`src/rtl/tmr16_pkg.sv`:
```
package tmr16_pkg;
  localparam logic [2:0] MD_FREE   = 3'd0;
  localparam logic [2:0] MD_CLR_A  = 3'd1;
  localparam logic [2:0] MD_CLR_H  = 3'd2;
  localparam logic [2:0] MD_DUAL_T = 3'd3;
  localparam logic [2:0] MD_DUAL_B = 3'd4;

  localparam logic [3:0] A_CTRL = 4'd0;
  localparam logic [3:0] A_FLAG = 4'd1;
  localparam logic [3:0] A_CNT  = 4'd2;
  localparam logic [3:0] A_CMPA = 4'd4;
  localparam logic [3:0] A_CMPB = 4'd6;
  localparam logic [3:0] A_HOLD = 4'd8;

  localparam int NCH = 2;

  function automatic logic is_dual(input logic [2:0] m);
    return (m == MD_DUAL_T) || (m == MD_DUAL_B);
  endfunction

  function automatic logic is_clr(input logic [2:0] m);
    return (m == MD_CLR_A) || (m == MD_CLR_H);
  endfunction

  function automatic logic hold_is_top(input logic [2:0] m);
    return (m == MD_CLR_H) || is_dual(m);
  endfunction
endpackage

```
`src/rtl/tmr16_count.sv`:
```
module tmr16_count
  import tmr16_pkg::*;
#(
  parameter int W = 16
) (
  input  logic         clk,
  input  logic         rst,
  input  logic         tick,
  input  logic [2:0]   mode,
  input  logic         ld,
  input  logic [W-1:0] ld_val,
  input  logic [W-1:0] top,
  output logic [W-1:0] cnt,
  output logic         down,
  output logic         cmp_en,
  output logic         ev_top,
  output logic         ev_bot,
  output logic         ovf_ev
);
  logic blk, dual, clr, hit_top, hit_zero, hit_max, step;

  assign dual     = is_dual(mode);
  assign clr      = is_clr(mode);
  assign hit_top  = (cnt == top);
  assign hit_zero = (cnt == '0);
  assign hit_max  = (cnt == '1);
  assign step     = tick && !ld;

  always_ff @(posedge clk) begin
    if (rst) begin
      cnt  <= '0;
      down <= 1'b0;
      blk  <= 1'b0;
    end else if (ld) begin
      cnt <= ld_val;
      blk <= 1'b1;
    end else if (tick) begin
      blk <= 1'b0;
      if (!dual) begin
        down <= 1'b0;
        cnt  <= (clr && hit_top) ? '0 : cnt + 1'b1;
      end else if (!down) begin
        if (hit_top && !hit_zero) begin
          down <= 1'b1;
          cnt  <= cnt - 1'b1;
        end else if (!hit_top) begin
          cnt <= cnt + 1'b1;
        end
      end else if (hit_zero) begin
        down <= 1'b0;
        if (!hit_top) cnt <= cnt + 1'b1;
      end else begin
        cnt <= cnt - 1'b1;
      end
    end
  end

  assign cmp_en = step && !blk;
  assign ev_top = step && dual && !down && hit_top;
  assign ev_bot = step && dual && down && hit_zero;
  assign ovf_ev = dual ? ev_bot : (step && hit_max && !(clr && hit_top));

  AST_FREE_WRAP: assert property (@(posedge clk) disable iff (rst)
    (step && mode == MD_FREE && hit_max) |=> (cnt == '0));
  AST_CLEAR_AT_TOP: assert property (@(posedge clk) disable iff (rst)
    (step && clr && hit_top) |=> (cnt == '0));
  AST_BOTTOM_TURN: assert property (@(posedge clk) disable iff (rst)
    ev_bot |=> !down);
endmodule

```
`src/rtl/tmr16_chan.sv`:
```
module tmr16_chan #(
  parameter int W = 16
) (
  input  logic         clk,
  input  logic         rst,
  input  logic         cmp_en,
  input  logic         dual,
  input  logic         upd_at_bot,
  input  logic         ev_top,
  input  logic         ev_bot,
  input  logic         wr,
  input  logic [W-1:0] wr_val,
  input  logic [W-1:0] cnt,
  input  logic         down,
  input  logic [1:0]   om,
  output logic [W-1:0] shadow,
  output logic [W-1:0] active,
  output logic         match,
  output logic         out
);
  logic upd, wave, wave_n;

  assign upd   = dual && (upd_at_bot ? ev_bot : ev_top);
  assign match = cmp_en && (cnt == active);

  always_ff @(posedge clk) begin
    if (rst) begin
      shadow <= '0;
      active <= '0;
    end else begin
      if (wr) shadow <= wr_val;
      if (wr && !dual) active <= wr_val;
      else if (upd)    active <= shadow;
    end
  end

  always_comb begin
    wave_n = wave;
    if (match) begin
      case (om)
        2'b01:   wave_n = ~wave;
        2'b10:   wave_n = dual ? down : 1'b0;
        2'b11:   wave_n = dual ? ~down : 1'b1;
        default: wave_n = wave;
      endcase
    end
  end

  always_ff @(posedge clk) begin
    if (rst) begin
      wave <= 1'b0;
      out  <= 1'b0;
    end else begin
      wave <= wave_n;
      out  <= (om == 2'b00) ? 1'b0 : wave_n;
    end
  end

  AST_OFF_LOW: assert property (@(posedge clk) disable iff (rst)
    (om == 2'b00) |=> !out);
  AST_PWM_BUFFERED: assert property (@(posedge clk) disable iff (rst)
    (dual && wr && !upd) |=> $stable(active));
endmodule

```
`src/rtl/timer16_pwm.sv`:
```
module timer16_pwm
  import tmr16_pkg::*;
#(
  parameter int DW = 8
) (
  input  logic          clk,
  input  logic          rst,
  input  logic          tick,
  input  logic          cap_in,
  input  logic          bus_wr,
  input  logic          bus_rd,
  input  logic [3:0]    bus_addr,
  input  logic [DW-1:0] bus_wdata,
  output logic [DW-1:0] bus_rdata,
  output logic          wave_a,
  output logic          wave_b,
  output logic          flag_ovf,
  output logic          flag_cmp_a,
  output logic          flag_cmp_b,
  output logic          flag_cap
);
  localparam int W = 2 * DW;

  logic [DW-1:0]  ctrl, temp;
  logic [W-1:0]   full, cnt, hold, top;
  logic [2:0]     mode;
  logic [3:0]     flags, flag_set, flag_clr;
  logic           cnt_ld, cap_q, cap_ev, hi_sel;
  logic           down, cmp_en, ev_top, ev_bot, ovf_ev;
  logic [W-1:0]   ch_shd [NCH];
  logic [W-1:0]   ch_act [NCH];
  logic [NCH-1:0] ch_match, ch_out;

  assign mode   = ctrl[2:0];
  assign full   = {temp, bus_wdata};
  assign cnt_ld = bus_wr && (bus_addr == A_CNT);
  assign top    = (mode == MD_CLR_A) ? ch_act[0] : hold;
  assign hi_sel = bus_addr[0] && (bus_addr >= A_CNT) && (bus_addr <= A_HOLD + 4'd1);

  tmr16_count #(.W(W)) u_count (
    .clk(clk), .rst(rst), .tick(tick), .mode(mode), .ld(cnt_ld), .ld_val(full),
    .top(top), .cnt(cnt), .down(down), .cmp_en(cmp_en), .ev_top(ev_top),
    .ev_bot(ev_bot), .ovf_ev(ovf_ev)
  );

  for (genvar i = 0; i < NCH; i++) begin : g_ch
    tmr16_chan #(.W(W)) u_ch (
      .clk(clk), .rst(rst), .cmp_en(cmp_en), .dual(is_dual(mode)),
      .upd_at_bot(mode == MD_DUAL_B), .ev_top(ev_top), .ev_bot(ev_bot),
      .wr(bus_wr && (bus_addr == A_CMPA + 4'(2 * i))), .wr_val(full),
      .cnt(cnt), .down(down), .om(ctrl[4 + 2 * i +: 2]),
      .shadow(ch_shd[i]), .active(ch_act[i]), .match(ch_match[i]), .out(ch_out[i])
    );
  end

  assign wave_a = ch_out[0];
  assign wave_b = ch_out[1];

  // shared high-byte latch
  always_ff @(posedge clk) begin
    if (rst) begin
      temp <= '0;
    end else if (bus_wr && hi_sel) begin
      temp <= bus_wdata;
    end else if (bus_rd) begin
      case (bus_addr)
        A_CNT:   temp <= cnt[W-1:DW];
        A_CMPA:  temp <= ch_shd[0][W-1:DW];
        A_CMPB:  temp <= ch_shd[1][W-1:DW];
        A_HOLD:  temp <= hold[W-1:DW];
        default: temp <= temp;
      endcase
    end
  end

  // control and hold/capture
  assign cap_ev = cap_in && !cap_q && !hold_is_top(mode);

  always_ff @(posedge clk) begin
    if (rst) begin
      ctrl  <= '0;
      hold  <= '0;
      cap_q <= 1'b0;
    end else begin
      cap_q <= cap_in;
      if (bus_wr && bus_addr == A_CTRL) ctrl <= bus_wdata;
      if (bus_wr && bus_addr == A_HOLD) hold <= full;
      else if (cap_ev)                  hold <= cnt;
    end
  end

  // sticky flags, write one to clear
  assign flag_set = {cap_ev, ch_match[1], ch_match[0], ovf_ev};
  assign flag_clr = (bus_wr && bus_addr == A_FLAG) ? bus_wdata[3:0] : 4'd0;

  always_ff @(posedge clk) begin
    if (rst) flags <= '0;
    else     flags <= (flags & ~flag_clr) | flag_set;
  end

  assign flag_ovf   = flags[0];
  assign flag_cmp_a = flags[1];
  assign flag_cmp_b = flags[2];
  assign flag_cap   = flags[3];

  // registered read port
  always_ff @(posedge clk) begin
    if (rst) begin
      bus_rdata <= '0;
    end else if (bus_rd) begin
      case (bus_addr)
        A_CTRL: bus_rdata <= ctrl;
        A_FLAG: bus_rdata <= {{(DW-4){1'b0}}, flags};
        A_CNT:  bus_rdata <= cnt[DW-1:0];
        A_CMPA: bus_rdata <= ch_shd[0][DW-1:0];
        A_CMPB: bus_rdata <= ch_shd[1][DW-1:0];
        A_HOLD: bus_rdata <= hold[DW-1:0];
        A_CNT + 4'd1, A_CMPA + 4'd1, A_CMPB + 4'd1, A_HOLD + 4'd1: bus_rdata <= temp;
        default: bus_rdata <= '0;
      endcase
    end
  end

  AST_W1C_OVF: assert property (@(posedge clk) disable iff (rst)
    (bus_wr && bus_addr == A_FLAG && bus_wdata[0] && !ovf_ev) |=> !flag_ovf);
  AST_LOAD_BLOCKS: assert property (@(posedge clk) disable iff (rst)
    (cnt_ld ##1 (tick && !bus_wr)) |=> !$rose(flag_cmp_a));
  AST_CAP_IGNORED: assert property (@(posedge clk) disable iff (rst)
    (hold_is_top(mode) && !(bus_wr && bus_addr == A_HOLD)) |=> $stable(hold));
endmodule

```
`config.mk`:
```
export PLATFORM = sky130hd
export DESIGN_NAME = timer16_pwm
export DESIGN_NICKNAME = d
export VERILOG_FILES = /design/src/rtl/tmr16_pkg.sv /design/src/rtl/tmr16_count.sv /design/src/rtl/tmr16_chan.sv /design/src/rtl/timer16_pwm.sv
export SDC_FILE = /design/constraint.sdc
export NUM_CORES = 1
export LEC_CHECK = 0
export BUFFER_PORTS_ARGS = -buffer_cell sky130_fd_sc_hd__buf_2
export CAP_MARGIN = 40
export CORE_UTILIZATION = 47
export DETAILED_ROUTE_END_ITERATION = 10
export SYNTH_ARGS = -nofsm -noshare
export SYNTH_HDL_FRONTEND = slang
export SYNTH_SLANG_ARGS = --single-unit
```
`constraint.sdc`:
```
create_clock -name clk -period 3.75 [get_ports clk]
set_input_delay 0.75 -clock clk [delete_from_list [all_inputs] [get_ports clk]]
set_output_delay 0.75 -clock clk [all_outputs]
set_load 0.02 [all_outputs]
```
Yosys cells after proc, flatten, opt, wreduce, memory -nomap -nowiden
Cells that the tools add are included.

word-level totals
  output and inout bits = 14
  flip-flop bits (word level) = 131
  input bits = 18
  word-level logic and storage cells = 138

cells by class
  mux-type cells = 34
  bitwise gates (word level) = 7
  reductions and logical operators = 53
  magnitude comparators = 2
  eq/ne operators = 23
  add/subtract/negate cells = 2

operators by type and width
  cell                     count
  $mux W16                 15
  $pmux W8 S7              1
  $eq A16 B16 Y1           3
  $pmux W8 S4              1
  $logic_and A1 B1 Y1      27
  $add A16 B1 Y16 const B  1
  $eq A16 B16 Y1 const B   1
  $eq A4 B3 Y1 const B     4
  $logic_not A16 Y1        1
  $mux W8                  2
  $sub A16 B1 Y16 const B  1
  $mux W1                  12
  $reduce_bool A2 Y1       5
  $eq A2 B2 Y1 const B     4
  $eq A4 B2 Y1 const B     2
  $eq A4 B4 Y1 const B     2
  $logic_not A1 Y1         8
  $eq A3 B2 Y1 const B     2
  $pmux W1 S3              2
  $reduce_bool A5 Y1       1
  $and A4 B4 Y4            1
  $eq A2 B1 Y1 const B     2
  $eq A4 B1 Y1 const B     1
  $ge A4 B2 Y1 const B     1
  other kinds (13)         21

Depth between registers and ports, before layout
  depth in word-level cells = 11
  mapped depth = 11
  mapped depth without buffers = 9

Modules after synthesis
A second synthesis with hierarchy kept.

second synthesis, totals
  cells, all modules = 955
  area, all modules = 8,204.1 sq um

by module, submodules not included
  module       seq. area each (sq um)  area each (sq um)  instances  cells each
  tmr16_chan   680.7                   1,572.8            2          164
  timer16_pwm  900.9                   2,902.8            1          322
  tmr16_count  360.3                   2,155.8            1          305

Worst setup path after synthesis
Ideal clock, no wire load.

  kind = register -> register
  from = register ctrl[2]
  to = register u_count.cnt[7]
  arrival = 2,835 ps
  path buffers = 2
  library setup time = 122 ps
  cell stages (with the launch flop) = 11
  required time = 3,628 ps
  setup slack = 794 ps
  clock period less this slack = 2,956 ps
  cells stage by stage = dfxtp_1 -> buf_2 -> nor3b_2 -> buf_2 -> mux2i_1 -> o2111ai_1 -> or4_4 -> nor4_4 -> nor3_1 -> a221o_1 -> a221o_1

on the way
  longest elaborated chain between the ends = 9
  elaborated cells on any way between the ends = 18
  those cells by class = eq/ne: 5; mux: 9; reduce/logical: 4

ends and longest elaborated chain
  item                                             RTL line                            source
  start, declared                                  timer16_pwm.sv:24                   logic [DW-1:0] ctrl, temp;
  start signal, assigned                           timer16_pwm.sv:86                   if (bus_wr && bus_addr == A_CTRL) ctrl <= bus_wdata;
  $eq A3 B1 Y1                                     tmr16_pkg.sv:22, timer16_pwm.sv:37
  $mux W16                                         timer16_pwm.sv:37                   assign top = (mode == MD_CLR_A) ? ch_act[0] : hold;
  $eq A16 B16 Y1                                   tmr16_count.sv:24                   assign hit_top = (cnt == top);
  $mux W16 or $logic_and A1 B1 Y1 (tied branches)  n/a
  $mux W16, on equally long branches               n/a
  $mux W16                                         tmr16_count.sv:42                   end else if (!down) begin
  $mux W16 *                                       tmr16_count.sv:39                   if (!dual) begin
  $mux W16 *                                       tmr16_count.sv:37                   end else if (tick) begin
  $mux W16 *                                       tmr16_count.sv:34                   end else if (ld) begin
  end signal, assigned                             tmr16_count.sv:35                   cnt <= ld_val;
  end signal, assigned                             tmr16_count.sv:41                   cnt <= (clr && hit_top) ? '0 : cnt + 1'b1;
  end signal, assigned                             tmr16_count.sv:45                   cnt <= cnt - 1'b1;
  end, declared                                    tmr16_count.sv:13                   output logic [W-1:0] cnt,

Every way passes the cells marked *; elsewhere a longest branch is shown, timed or not. The select of a mux whose other input is x is not followed.
A chain may end at the register's enable or synchronous reset.

Worst setup path after layout
  from = register ctrl[2]
  to = register g_ch[0].u_ch.active[15]

on the way
  longest elaborated chain between the ends = 8
  elaborated cells on any way between the ends = 17
  those cells by class = eq/ne: 4; mux: 3; reduce/logical: 10

ends and longest elaborated chain
  item                                                              RTL line          source
  parallel branches: the longest is 8 deep, another holds $mux W16  n/a
  end signal, assigned                                              tmr16_chan.sv:32  if (wr && !dual) active <= wr_val;
  end signal, assigned                                              tmr16_chan.sv:33  else if (upd) active <= shadow;
  end, declared                                                     tmr16_chan.sv:17  output logic [W-1:0] active,

Several ways; the timed one is not identified.

==> summary.txt <==
Status: finished clean
Global route overflow: 0
Area grow syn2layout: 12.1%
Synth Area in XOR/XNOR: 4.23%
Sink Count: 131
Post-synthesis adder-cell area fraction: 0.454%
FF-to-FF Start: ctrl[2]
Critical path buffers and inverters: 1
Most common library cell in the layout ignoring fill and taps: nand2_1
H-tree Lvls: 4
Number of setup violations in the final report: 0
GPL Wtd Cong: 1.03
Worst IR Drop VDD: 357 uV
Die height: 135 um
RSZ-0062 raised after global routing: no
Synth Area per Inst: 7.66 sq um
Share of async-settable or async-resettable flops after synthesis: 0%
Post-synth EDFFs: 0
Initial antenna violation count: 1
Hold Path Class: register to register
Pre-CTS WS: 422 ps
Sequential-to-total area share from yosys stat: 31.7%
Top delay family on crit path: simple AND/OR/NAND/NOR gates
IO Port Bufs: 31
Crit path max fanout: 31
Leak: 3.53 nW
Slew Limit Headroom: 40.0%
Post-cts sizing count: 0
DP Wirelength: 22600 um
Crit path required time: 4030 ps
YS warnings: 0
Worst-path cell chain: or3b_1 -> o221a_2 -> a22oi_1 -> nor4_1 -> nand3_1 -> o31ai_4 -> buf_12 -> nor3_1 -> a2111oi_0
Peak Freq: 288 MHz
Postcts setup bufs: 0
Fin Clk Skew: 7.76 ps
Post-Syn Area: 8270 sq um
Die ar.: 18100 sq um
Fin worst setup slack: 276 ps
Row Count: 48
Compound-Gate Fraction of Synth Area: 25.9%
Pwr Density: 420 nW/um^2
Ratio of cells with drive above 1 in the final layout: 14.0%
Syn_nets: 1101
Final Net Count: 1091
Largest family of logic cells by synthesized area: simple AND/OR/NAND/NOR gates
Clk slew on worst S/H paths: 60 ps
Least-Margin Pin Slew: 900 ps
Max-cap check violation count: 0
Syn Inst Count: 1080
Mux share of post-synthesis cell area: 4.84%
Cts hold-fix bufs: 0
Simple-gate area share of the yosys netlist: 26.9%
Vias/cell: 6.62
# IOs: 32
Cts bufs inserted: 17
Final hold vios: 0
Critical-path top delay cell: dfxtp_1
Routed WL: 32400 um
Tmin final: 3470 ps
Fin crit share: 92.6%
Fin Setup TNS: 0 ps
DRC: 0
Max Root-Sink Buffers: 2
Most frequent cells in the layout: nand2_1 (135), dfxtp_1 (131), nor2_1 (104)
Total track usage: 36.5%
Worst min-delay path startpoint: g_ch[0].u_ch.shadow[0]
Crit path launch: ctrl[2]
Crit path capture type: register
Worst Path Class, Setup: register to register
Area of the core: 17200 sq um
Starting Density: 48.0%
First-pass GRT wire length: 49200 um
CTS tree: yes
Iter 0 DRT Violations: 1455
Root buffer cell: clkbuf_16
#FFs+latches synth: 131
DIE WIDTH: 135 um
Netlist cell types: 74
Synth Flop Type: dfxtp_1
Routed length per placed instance: 24.8 um
Clk Latency, worst-skew pair: 440 ps
Filler instances: 1675
Kind of start point of the critical path: register
Final ANT Viol Nets: 0
CP peak stage delay: 500 ps
Fin. max-slew vios: 0
Routed via count: 8657
Vias in the first global route: 8014
TritonRoute pass-1 iters: 6
Data arrival, critical path: 3750 ps
Largest net degree at the start of global routing: 110
[cell usage after synthesis (3+ instances only)]
cell type    n  share of area (%)
nor2b_1     24                1.8
a21oi_1     89                5.4
nor2_1     106                4.8
a22o_1       3               0.32
nand4_1      7               0.53
nand2b_1    10               0.76
or4_1        3               0.27
and2_1       4               0.30
a2111oi_2   27                4.9
a31oi_1      6               0.45
buf_2       11               0.67
o211ai_1     3               0.27
nand3_1     23                1.4
ha_1         3               0.45
a211oi_1    19                1.7
a221o_1      3               0.36
o22ai_1     14                1.1
nand2_1    135                6.1
or3_1       33                2.5
o311ai_0     5               0.53
dfxtp_1    131                 32
nand3b_1     7               0.64
a222oi_1    12                1.5
a2111oi_0    8               0.85
inv_1       16               0.73
a221oi_1    19                2.0
nor4_1      12               0.91
or2_2        4               0.30
a22oi_1      9               0.82
xnor2_1     21                2.2
buf_1        5               0.23
and3_1      15                1.1
o21ai_0     39                2.4
o221ai_1     4               0.42
nor3_1      54                3.3
nor3b_1      3               0.27
clkbuf_1    88                4.0
o2111ai_1    4               0.42
mux2i_1     40                4.8
xor2_1      19                2.0
[state kept, by name, summed over array words and instances, names as in the netlist, 4 cells and up]
signal / cells
g_ch.u_ch.shadow: 32
u_count.cnt: 16
bus_rdata: 8
g_ch.u_ch.active: 32
temp: 8
hold: 16
flags: 4
ctrl: 8
[worst reg2reg max path, cell delays in order (launching register included)]
cell and delay (ps):
dfxtp_1 500, or3b_1 410, o221a_2 260, a22oi_1 90, nor4_1 490, nand3_1 370, o31ai_4 400, buf_12 260
nor3_1 80, a2111oi_0 480
[per-stage QoR]
step	area [sq um]	hold WS [ps]	utilization [%]	total power, W	cells
2_1_floorplan	8270	445	-	0.00197	1080
3_3_place_gp	8700	461	50.5	0.00220	1276
3_5_place_dp	8700	464	50.5	0.00221	1276
4_1_cts	9270	478	53.8	0.00388	1307
5_1_grt	9270	502	53.8	0.00401	1307
6_report	9270	479	53.8	0.00390	1308
[power by group]
| part | switching, W | total [W] | leakage [nW] | internal [W] |
|---|---|---|---|---|
| clock network | 0.000699 | 0.00170 | 0.273 | 0.000997 |
| logic | 0.000494 | 0.000737 | 2.20 | 0.000243 |
| registers | 0.0000470 | 0.00146 | 1.06 | 0.00142 |
[path summary, 6_finish.rpt]
check	cells past startpoint	slack (ps)	endpoint
min	2	480	g_ch[0].u_ch.shadow[0]
min reg2reg	2	480	g_ch[0].u_ch.shadow[0]
max	9	280	g_ch[0].u_ch.active[15]
max reg2reg	9	280	g_ch[0].u_ch.active[15]
[kinds of logic after synthesis]
logic type	Yosys count
compound gates	287
fa+ha+maj	3
flops	131
mux	40
buf+inv	124
simple gates	455
xor+xnor	40
[per-layer routing]
metal  up-vias  share of wire (%)  track usage [%]
li1       3934                  -                -
met5         -                  0                0
met2       534                 45             56.7
met4         0                3.6             14.9
met3        88                 10             8.03
met1      4101                 41             48.9
[final cells by class]
class                           instances  area [sq um]  share of cell area, %
Antenna cell                            1          2.50                 0.0270
Tap cell                              225           282                   3.04
Multi-Input combinational cell        825          5170                   55.7
Timing Repair Buffer                   78           561                   6.04
Clock inverter                         11           128                   1.38
Sequential cell                       131          2620                   28.3
Clock buffer                           20           447                   4.82
Inverter                               17          63.8                  0.688
(Power assumes the default switching activity.)
